<file path="src/rtl/clkmon_pkg.sv">
package clkmon_pkg;
  typedef enum logic {
    SEL_TRACK = 1'b0,  // following sel_pin
    SEL_HELD  = 1'b1   // parked on the secondary after a failure
  } sel_state_t;
endpackage

</file>
<file path="src/rtl/clkmon_sync.sv">
module clkmon_sync #(
  parameter int STAGES = 2
) (
  input  logic clk,
  input  logic rst,
  input  logic d,
  output logic q
);
  logic [STAGES-1:0] chain;

  always_ff @(posedge clk) begin
    if (rst) chain <= '0;
    else     chain <= {chain[STAGES-2:0], d};
  end

  assign q = chain[STAGES-1];
endmodule

</file>
<file path="src/rtl/clkmon_watch.sv">
module clkmon_watch #(
  parameter int LIMIT = 24,
  parameter int SYNC  = 2
) (
  input  logic clk,
  input  logic rst,
  input  logic clr,
  input  logic raw,
  output logic stuck,
  output logic alive
);
  localparam int CW = $clog2(LIMIT + 1);
  localparam logic [CW-1:0] LIM = CW'(LIMIT);

  logic          lvl;
  logic          lvl_d;
  logic          toggled;
  logic [CW-1:0] cnt;

  clkmon_sync #(.STAGES(SYNC)) u_sync (
    .clk (clk),
    .rst (rst),
    .d   (raw),
    .q   (lvl)
  );

  always_ff @(posedge clk) begin
    if (rst) lvl_d <= 1'b0;
    else     lvl_d <= lvl;
  end

  assign toggled = lvl ^ lvl_d;

  // time since the last edge, saturating at the limit
  always_ff @(posedge clk) begin
    if (rst || clr || toggled) cnt <= '0;
    else if (cnt != LIM)       cnt <= cnt + 1'b1;
  end

  assign stuck = (cnt == LIM);

  // an edge has been observed since the last clear
  always_ff @(posedge clk) begin
    if (rst || clr) alive <= 1'b0;
    else if (toggled) alive <= 1'b1;
  end
endmodule

</file>
<file path="src/rtl/clkmon_select.sv">
module clkmon_select
  import clkmon_pkg::*;
(
  input  logic       clk,
  input  logic       rst,
  input  logic       sel_pin,
  input  logic       override,
  input  logic [1:0] alarm,
  input  logic [1:0] alive,
  output logic       cur,
  output logic       cur_nxt
);
  sel_state_t st, st_nxt;

  always_comb begin
    cur_nxt = cur;
    st_nxt  = st;
    if (override) begin
      cur_nxt = sel_pin;
      st_nxt  = SEL_TRACK;
    end else if (&alarm) begin
      // both inputs bad: keep the last choice
      cur_nxt = cur;
    end else if (st == SEL_TRACK || cur == sel_pin) begin
      if (alarm[sel_pin]) begin
        cur_nxt = ~sel_pin;
        st_nxt  = SEL_HELD;
      end else begin
        cur_nxt = sel_pin;
        st_nxt  = SEL_TRACK;
      end
    end else if (!alarm[sel_pin] && alive[sel_pin]) begin
      cur_nxt = sel_pin;
      st_nxt  = SEL_TRACK;
    end
  end

  always_ff @(posedge clk) begin
    if (rst) begin
      cur <= 1'b0;
      st  <= SEL_TRACK;
    end else begin
      cur <= cur_nxt;
      st  <= st_nxt;
    end
  end
endmodule

</file>
<file path="src/rtl/clk_fail_selector.sv">
module clk_fail_selector #(
  parameter int TIMEOUT_CYC = 24,
  parameter int SYNC_STAGES = 2,
  parameter int N_IN        = 2
) (
  input  logic       clk,
  input  logic       rst,
  input  logic [1:0] ref_in,
  input  logic       sel_pin,
  input  logic       override,
  input  logic       alarm_clr,
  output logic [1:0] alarm,
  output logic       mux_sel,
  output logic [1:0] sel_onehot
);
  logic [N_IN-1:0] stuck;
  logic [N_IN-1:0] alive;
  logic            cur_nxt;

  for (genvar g = 0; g < N_IN; g++) begin : g_watch
    clkmon_watch #(.LIMIT(TIMEOUT_CYC), .SYNC(SYNC_STAGES)) u_watch (
      .clk   (clk),
      .rst   (rst),
      .clr   (alarm_clr),
      .raw   (ref_in[g]),
      .stuck (stuck[g]),
      .alive (alive[g])
    );
  end

  always_ff @(posedge clk) begin
    if (rst || alarm_clr) alarm <= '0;
    else                  alarm <= alarm | stuck;
  end

  clkmon_select u_sel (
    .clk      (clk),
    .rst      (rst),
    .sel_pin  (sel_pin),
    .override (override),
    .alarm    (alarm),
    .alive    (alive),
    .cur      (mux_sel),
    .cur_nxt  (cur_nxt)
  );

  always_ff @(posedge clk) begin
    if (rst) sel_onehot <= 2'b01;
    else     sel_onehot <= {cur_nxt, ~cur_nxt};
  end
endmodule

</file>
<file path="config.mk">
export PLATFORM = sky130hd
export DESIGN_NAME = clk_fail_selector
export DESIGN_NICKNAME = d
export VERILOG_FILES = /design/src/rtl/clkmon_pkg.sv /design/src/rtl/clkmon_sync.sv /design/src/rtl/clkmon_watch.sv /design/src/rtl/clkmon_select.sv /design/src/rtl/clk_fail_selector.sv
export SDC_FILE = /design/constraint.sdc
export NUM_CORES = 1
export LEC_CHECK = 0
export BUFFER_PORTS_ARGS = -buffer_cell sky130_fd_sc_hd__buf_2
export CORE_MARGIN = 10
export CORE_UTILIZATION = 49
export DETAILED_ROUTE_END_ITERATION = 8
export GPL_ROUTABILITY_DRIVEN = 1
export HOLD_SLACK_MARGIN = 0.08
export PLACE_DENSITY = 0.72
export SLEW_MARGIN = 25
export SYNTH_ARGS = -nofsm -noshare
export SYNTH_HDL_FRONTEND = slang
export SYNTH_SLANG_ARGS = --single-unit
</file>
<file path="constraint.sdc">
create_clock -name clk -period 1.45 [get_ports clk]
set_clock_uncertainty 0.2 [all_clocks]
set_input_delay 0.29 -clock clk [delete_from_list [all_inputs] [get_ports clk]]
set_output_delay 0.29 -clock clk [all_outputs]
set_load 0.03 [all_outputs]
</file>
==> impl_metrics.yaml, run 1 <==
sta:
  fin_tns_setup_ns: -0.124
  holdWs_ns: 0.0819
  layout_setup_ws_ns: -0.0651
  rsz0062_at_grt: "yes"
  worst_pin_slew_ns: 0.259
  max_freq_mhz: 660
  setup_viol: 3
  maxSlewHeadroom_pct: 82.7
  period_share_pct: 104
  min_period_ns: 1.52
  hold_viol: 0
  slew_viol_final: 0
clocking:
  numCtsBuffers: 3
  clkSinkCount: 23
  cts_tree: "done"
  clock_latency_ns: 0.30
  cts-root-buf: "clkbuf_4"
  htree_levels: 1
  clk_pin_slew_ns: 0.12
  ctsHoldBuffers: 3
  cts.path.max_buffers: 2
final_layout:
  drive_gt1_share_pct: 28.1
  fin_area_sq_um: 1170
  area_growth_pct: 20.7
  final_core_utilization_pct: 61.1
  antenna_cells: 0
  nNetsFinal: 133
logic_synthesis:
  yosys-top-cells-count: "dfxtp_1, nor2_1, inv_1, nor2b_1, xor2_1"
  synth_mux_area_share_pct: 2.19
  ys.flop_type: "dfxtp_1"
  synth_cells: 100
  synth_top_area_share_pct: 47.3
  syn_nets: 111
  synth_top_family_by_area: "simple AND/OR/NAND/NOR gates"
  synth_edf_count: 0
  synth_compound_area_share_pct: 9.00
  synth_warnings: 0
  synthTopCellsByArea: "dfxtp_1, xor2_1, ha_1, nor2_1, nor2b_1"
  yosysUniqueCellTypes: 30
  synth.most_common_cell: "dfxtp_1"
  yosys_register_bits: 23
  syn_avg_cell_area_sq_um: 9.73
  synth_xor_area_share_pct: 8.10
  syn_area_sq_um: 973
  synth_top_cell_by_area: "dfxtp_1"
  synth-simple-area-share_pct: 22.9
  synth_fa_ha_area_share_pct: 5.14
  async_flop_share_pct: 0
  seq_area_frac_synth_pct: 47.3
global_route:
  globalRouteMet1Util_pct: 9.85
  grt_antenna_before_repair: 0
  gr-total-overflow: 0
  met3_usage_pct: 2.92
  grt_usage_pct: 9.54
  grt_pass1_vias: 786
  grt_pass1_wl_mm: 3.18
  gr-usage-met2_pct: 16.7
  grt_max_degree: 13
  busiest_layer: "met2"
die:
  die_area_sq_um: 4170
  start_util_pct: 50.7
  pin_count: 12
  core-area_sq_um: 1920
  num_rows: 16
  fp.dieW_microns: 64.6
  die_h_microns: 64.6
critical_path:
  slowest_delay_ns: 0.39
  worstSetupEndpointType: "register"
  slowest_stage: "dfxtp_4"
  start_kind: "register"
  path_buf_inv: 0
  cp.arrival_ns: 1.56
  worst-setup-path-type: "register to register"
  cp_cell_sequence: "and4bb_1 > or3_1 > a31oi_1 > o31a_1"
  crit_fanout: 6
  cp_top_family: "simple AND/OR/NAND/NOR gates"
  crit_required_ns: 1.49
worst_hold_path:
  hp-class: "input pin to register"
placed_design:
  gp_congestion: 0.809
  dpl.hpwl_mm: 1.37
  postPlaceCellArea_sq_um: 1070
  post-place-ws_ns: -0.102
  portBuffers: 11
routing:
  ant_nets: 0
  drc_errors: 0
  wl_per_cell_microns: 12.6
  first_pass_iters: 4
  vias_per_cell: 5.07
  drt_first_iter_violations: 9
  routed_wl_mm: 1.86
  vias: 751
power:
  static-leakage-power_nw: 0.478
  ir_drop_uv: 637
  p_per_area_nw_per_um2: 892
run:
  maxCapViolations: 0
outcome:
  violations: "setup timing"
  status: "complete, but fails checks"
[area by class of cell]
class,instances,area (sq um)
tap,27,33.8
inverter,6,22.5
multi-input combinational,68,482
clock buffer,4,26.3
timing repair buffer,20,135
fill,177,747
sequential,23,475
[cell usage in the layout, fill, tap and decap left out, types with 2 or more instances in the layout]
cell,instances
nand3_1,4
buf_4,7
buf_2,9
dfxtp_4,2
nor2b_1,6
dfxtp_1,15
and4b_2,2
inv_1,6
nand4b_1,2
nor3_1,4
o21a_1,3
nand2_1,5
a21oi_1,3
ha_1,4
nor2_1,10
dfxtp_2,6
clkbuf_4,4
xor2_1,6
xnor2_1,3
dlygate4sd3_1,3
[routing by layer]
metal | share of wire [%] | up-vias
li1 | - | 379
met3 | 3.0 | 4
met4 | 1.1 | 0
met1 | 42 | 359
met5 | 0 | -
met2 | 54 | 9
[worst register-to-register path: stages (launching register included)]
cell      delay, ns
dfxtp_4        0.39
and4bb_1       0.20
or3_1          0.33
a31oi_1        0.19
o31a_1         0.16
[cells by family (layout without fill, tap and decap cells)]
family	Yosys count	in the layout
and+or+nand+nor	40	40
DFF	23	23
AOI/OAI and AO/OA	13	13
xor gates and xnor gates	9	9
buffers and inverters	9	30
adders and majority gates	4	4
muxes	2	2
[worst paths after layout]
| path | from | cells after the start | to | slack [ns] |
|---|---|---|---|---|
| max | register | 4 | register | -0.07 |
| min | alarm_clr | 3 | g_watch[0].u_watch.cnt[1] | 0.08 |
| max reg2reg | register | 4 | register | -0.07 |
| min reg2reg | g_watch[0].u_watch.u_sync.chain[0] | 1 | g_watch[0].u_watch.u_sync.chain[1] | 0.26 |
[report_power, final]
| part | internal, W | leakage, nW | switching (W) | total [W] |
|---|---|---|---|---|
| Clock | 0.000107 | 0.0150 | 0.000174 | 0.000281 |
| Sequential | 0.000648 | 0.192 | 0.0000112 | 0.000659 |
| Combinational | 0.0000505 | 0.272 | 0.0000570 | 0.000107 |
| Total | 0.000806 | 0.478 | 0.000242 | 0.00105 |
[per-stage QoR]
| stage | instances | total power, W |
|---|---|---|
| floorplan | 100 | 0.000740 |
| global placement | 140 | 0.000765 |
| global route | 148 | 0.00112 |
| CTS | 147 | 0.00106 |
| detailed placement | 140 | 0.000771 |
| finish | 148 | 0.00105 |
[sequential cells by signal, summed over array words and instances (netlist names), named ones only]
register and cells:
g_watch.u_watch.lvl_d 2, g_watch.u_watch.alive 2, g_watch.u_watch.u_sync.chain 4, alarm 2, u_sel.st 1, sel_onehot 1, g_watch.u_watch.cnt 10
[what timing repair did]
action | 4_1_cts | 5_1_grt
resized for setup | 3 | 13
pin swaps | 0 | 2
hold endpoints to repair | 5 | 2
setup buffers | 0 | 1
setup endpoints to repair | 3 | 12
Note: power is estimated with default switching activity, not from simulation.
==> inputs of run 2 (changes only) <==
- CORE_UTILIZATION: 49 -> 52
- CTS_BUF_LIST: default -> sky130_fd_sc_hd__clkbuf_4
- PLACE_DENSITY: 0.72 -> 0.75
==> run 2 against run 1 <==
Compared with the run above: the flow still finishes with violations (setup timing); combinational power hardly changed; hold slack better by 0.0070 ns; global-route usage is 0.27 points lower; register-to-register slack better by 0.05 ns; die area is 4.0% lower; sequential share of layout area is 0.30 points lower; first-iteration DRC count is 100% higher; utilization is 6.0 points higher; clock power is 6% higher; critical path type unchanged; largest cell class unchanged; largest power group unchanged; highest routed layer unchanged.
==> impl_metrics.yaml, run 2 (same netlist as run 1, synthesis figures left out) <==
outcome:
  status: "complete, but fails checks"
  violations: "setup timing"
final_layout:
  largest_register_ffs: 10
  top_register: "g_watch.u_watch.cnt"
  register_area_sq_um: 470
  drive_gt1_share_pct: 24.0
  final_common_cell: "dfxtp_1"
  final_cell_mix: "dfxtp_1, nor2_1, buf_2"
  top_regs: "g_watch.u_watch.cnt (10), g_watch.u_watch.u_sync.chain (4)"
  antenna_cells: 0
  area_growth_pct: 20.3
  multi_input_comb_area_sq_um: 482
  fin_cells: 146
  nNetsFinal: 133
  nFillCells: 150
worst_hold_path:
  hold_path_depth: 3
  hold_end: "g_watch[0].u_watch.cnt[1]"
  min_from: "alarm_clr"
  hp-class: "input pin to register"
routing:
  vias_per_cell: 4.99
  drc_errors: 0
  vias: 728
  routed_wl_mm: 1.70
  drt_first_iter_violations: 18
  ant_nets: 0
  wl_per_cell_microns: 11.7
  first_pass_iters: 3
critical_path:
  ff2ff_path_depth: 4
  reg2reg_slack_ns: -0.02
  cp.arrival_ns: 1.51
  crit_fanout: 5
  worstSetupEndpointType: "register"
  start_kind: "register"
  worst-setup-path-type: "register to register"
  crit_required_ns: 1.49
die:
  start_util_pct: 55.8
  pin_count: 12
  core-area_sq_um: 1750
  fp.dieW_microns: 63.3
  die_area_sq_um: 4000
  num_rows: 15
  die_h_microns: 63.3
global_route:
  grt_pass1_vias: 753
  grt_usage_pct: 9.26
  gr-total-overflow: 0
  grt_pass1_wl_mm: 3.09
  grt_max_degree: 13
  grt_antenna_before_repair: 0
clocking:
  cts_tree: "done"
  clkSinkCount: 23
  cts.path.max_buffers: 2
  cts-root-buf: "clkbuf_4"
  numCtsBuffers: 3
  clk_pin_slew_ns: 0.11
  clock_latency_ns: 0.30
  htree_levels: 1
power:
  p_per_area_nw_per_um2: 906
  ir_drop_uv: 595
  static-leakage-power_nw: 0.474
placed_design:
  dpl.hpwl_mm: 1.30
  dp_cells: 138
  post-place-ws_ns: -0.118
  gp_congestion: 0.802
  portBuffers: 11
sta:
  rsz0062_at_grt: "yes"
  max_freq_mhz: 681
  min_period_ns: 1.47
  setup_viol: 2
  worst_pin_slew_ns: 0.251
  hold_viol: 0
  maxSlewHeadroom_pct: 83.2
  slew_viol_final: 0
  layout_setup_ws_ns: -0.0194
  period_share_pct: 101
run:
  maxCapViolations: 0
## run 2: cell types whose count changed in the layout (fill, tap and decap cells not counted), moves of 2 or more
cell / previous run / this run
dfxtp_1: 15 / 19
dfxtp_2: 6 / 2
and4b_2: 2 / 0
and4b_1: 0 / 2
## run 2: report_power, final
| group | switching (W) | internal, W | leakage [nW] |
|---|---|---|---|
| combinational | 0.0000541 | 0.0000495 | 0.266 |
| clock | 0.000172 | 0.000126 | 0.0184 |
| sequential | 0.0000115 | 0.000648 | 0.190 |
| total | 0.000238 | 0.000823 | 0.474 |
## run 2: layer usage
metal	up-vias	share of wire (%)	routed length, microns	GRT usage, %
met2	10	46	784	15.6
li1	380	-	-	-
met4	0	0.71	12	4.64
met5	-	0	0	0
met3	2	4.6	79	3.53
met1	336	49	825	9.86
## run 2: layout make-up
class | count | area share, %
repair buffers | 20 | 11.5
flip-flops and latches | 23 | 40.2
well taps | 25 | 2.67
inverters | 6 | 1.92
multi-input cells | 68 | 41.1
clock buffers | 4 | 2.56
## run 2: worst max path at each step
stage,from,endpoint,cells past startpoint
6_report,register,register,4
5_1_grt,register,register,4
4_1_cts,register,register,4
3_5_place_dp,sel_pin,sel_onehot[0],5
3_3_place_gp,sel_pin,sel_onehot[0],5
2_1_floorplan,register,sel_onehot[0],4
## run 2: critical path: stages, from the launching register on
cell	delay [ns]
dfxtp_4	0.38
and4bb_1	0.17
or3_1	0.33
a31oi_2	0.18
o31a_1	0.16
## run 2: what timing repair did
action | 4_1_cts | 5_1_grt
gates resized for setup | 2 | 7
hold buffers | 3 | 0
hold endpoints to repair | 5 | 0
setup buffers | 1 | 0
pin swaps | 0 | 0
endpoints found under the setup margin | 4 | 8
## run 2: stage by stage
step                      total power [W]  cell area (sq um)  setup TNS, ns  util (%)  hold slack, ns
after floorplan                  0.000740                978        -0.0112         -           0.167
after global routing              0.00111               1170         -0.250      67.1          0.0964
final                             0.00106               1170        -0.0286      67.1          0.0889
after CTS                         0.00108               1150        -0.0858      65.8           0.106
after detailed placement         0.000766               1070         -0.306      61.4           0.231
after global placement           0.000763               1070         -0.133      61.4           0.216
==> inputs of run 3 (changes only) <==
- CAP_MARGIN: default -> 20
- CELL_PAD_IN_SITES_DETAIL_PLACEMENT: default -> 1
- CELL_PAD_IN_SITES_GLOBAL_PLACEMENT: default -> 1
- CORE_UTILIZATION: 52 -> 41
- PLACE_DENSITY: 0.75 -> default
- PLACE_DENSITY_LB_ADDON: default -> 0.1
- REMOVE_ABC_BUFFERS: default -> 1
==> run 3 against run 2 <==
Compared with the run above: the run still ends with setup timing left; critical path depth is the same; utilization shrank 12 points; sequential cell count is the same.
==> impl_metrics.yaml, run 3 (same netlist as run 1, synthesis figures left out) <==
clocking:
  clk_pin_slew_ns: 0.12
  clock_latency_ns: 0.30
  clkSinkCount: 23
  cts.path.max_buffers: 2
  cts_tree: "done"
  numCtsBuffers: 3
  htree_levels: 1
  cts_setup_buffers: 0
  cts-root-buf: "clkbuf_4"
power:
  ir_drop_uv: 605
  power_w: 0.00109
  static-leakage-power_nw: 0.505
  p_per_area_nw_per_um2: 881
final_layout:
  largest_register_ffs: 10
  nNetsFinal: 137
  top_regs: "g_watch.u_watch.cnt (10), g_watch.u_watch.u_sync.chain (4)"
  final_common_cell: "dfxtp_1"
  top_register: "g_watch.u_watch.cnt"
  area_growth_pct: 26.7
  drive_gt1_share_pct: 28.8
  antenna_cells: 0
  final_cell_mix: "dfxtp_1, nor2_1, buf_4"
  nFillCells: 267
  fin_area_sq_um: 1230
placed_design:
  postPlaceCellArea_sq_um: 1110
  gp_congestion: 0.742
  post-place-ws_ns: -0.0705
  dpl.hpwl_mm: 1.45
  portBuffers: 11
routing:
  routed_wl_mm: 1.98
  vias: 760
  wl_per_cell_microns: 12.9
  vias_per_cell: 4.97
  drc_errors: 0
  ant_nets: 0
  first_pass_iters: 2
  drt_first_iter_violations: 24
sta:
  worst_pin_slew_ns: 0.355
  period_share_pct: 103
  max_freq_mhz: 669
  min_period_ns: 1.49
  slew_viol_final: 0
  rsz0062_at_grt: "yes"
  fin_tns_setup_ns: -0.0822
  maxSlewHeadroom_pct: 76.3
  setup_viol: 2
  layout_setup_ws_ns: -0.0445
  hold_viol: 0
critical_path:
  crit_fanout: 4
  worst-setup-path-type: "register to register"
  slowest_delay_ns: 0.38
  slowest_stage: "dfxtp_2"
  crit_required_ns: 1.43
  start_kind: "register"
  worstSetupEndpointType: "register"
  cp.arrival_ns: 1.48
  cp_cell_sequence: "and4bb_1 > or3_4 > a31oi_4 > o31ai_2"
global_route:
  grt_max_degree: 13
  gr-total-overflow: 0
  grt_pass1_vias: 800
  grt_antenna_before_repair: 0
  grt_pass1_wl_mm: 3.33
  grt_usage_pct: 8.90
outcome:
  violations: "setup timing"
  status: "complete, but fails checks"
die:
  die_area_sq_um: 4720
  pin_count: 12
  start_util_pct: 43.6
  core-area_sq_um: 2230
  num_rows: 17
  die_h_microns: 68.7
  fp.dieW_microns: 68.7
run:
  maxCapViolations: 0
worst_hold_path:
  hp-class: "input pin to register"
run 3: final timing paths:
path | start | to | slack, ns | cells past startpoint
hold / removal | rst | u_sel.st | 0.12 | 3
setup / recovery | register | sel_onehot[0] | -0.04 | 4
setup reg to reg | register | sel_onehot[0] | -0.04 | 4
hold reg to reg | g_watch[0].u_watch.u_sync.chain[0] | g_watch[0].u_watch.u_sync.chain[1] | 0.26 | 1
run 3: report_power, final:
part | switching [W] | leakage [nW] | internal [W]
clock | 0.000179 | 0.0184 | 0.000126
sequential | 0.00000951 | 0.190 | 0.000649
combinational | 0.0000631 | 0.297 | 0.0000608
run 3: worst max-delay path: cells and delay by family (launching register included):
kind | cells | cell delay, ns
flops | 1 | 0.38
simple gates | 2 | 0.54
compound gates | 2 | 0.27
run 3: timing repair:
item / 4_1_cts / 5_1_grt
resized for setup: 7 / 12
hold buffers: 3 / 0
hold endpoints to repair: 5 / 0
gates cloned: 0 / 0
endpoints found under the setup margin: 7 / 11
pin swaps: 2 / 1
run 3: through the flow:
step | utilization [%] | hold WS (ns) | cells
2_1_floorplan | - | 0.162 | 97
3_3_place_gp | 49.6 | 0.216 | 146
3_5_place_dp | 49.6 | 0.238 | 146
4_1_cts | 53.0 | 0.112 | 153
5_1_grt | 55.2 | 0.106 | 153
6_report | 55.2 | 0.119 | 153
run 3: layout make-up:
class | count | area, sq um | share of cell area [%]
Clock buffer | 4 | 30.0 | 2.43
Inverter | 6 | 22.5 | 1.83
Multi-Input combinational cell | 68 | 499 | 40.5
Sequential cell | 23 | 469 | 38.0
Tap cell | 28 | 35.0 | 2.84
Timing Repair Buffer | 24 | 178 | 14.4
run 3: metal layers:
metal	track usage, %	up-vias	part of all wire, %
met2	15.3	9	51
met5	0	-	0
li1	-	388	-
met1	10.4	363	43
met4	2.22	0	0
met3	2.90	0	5.6
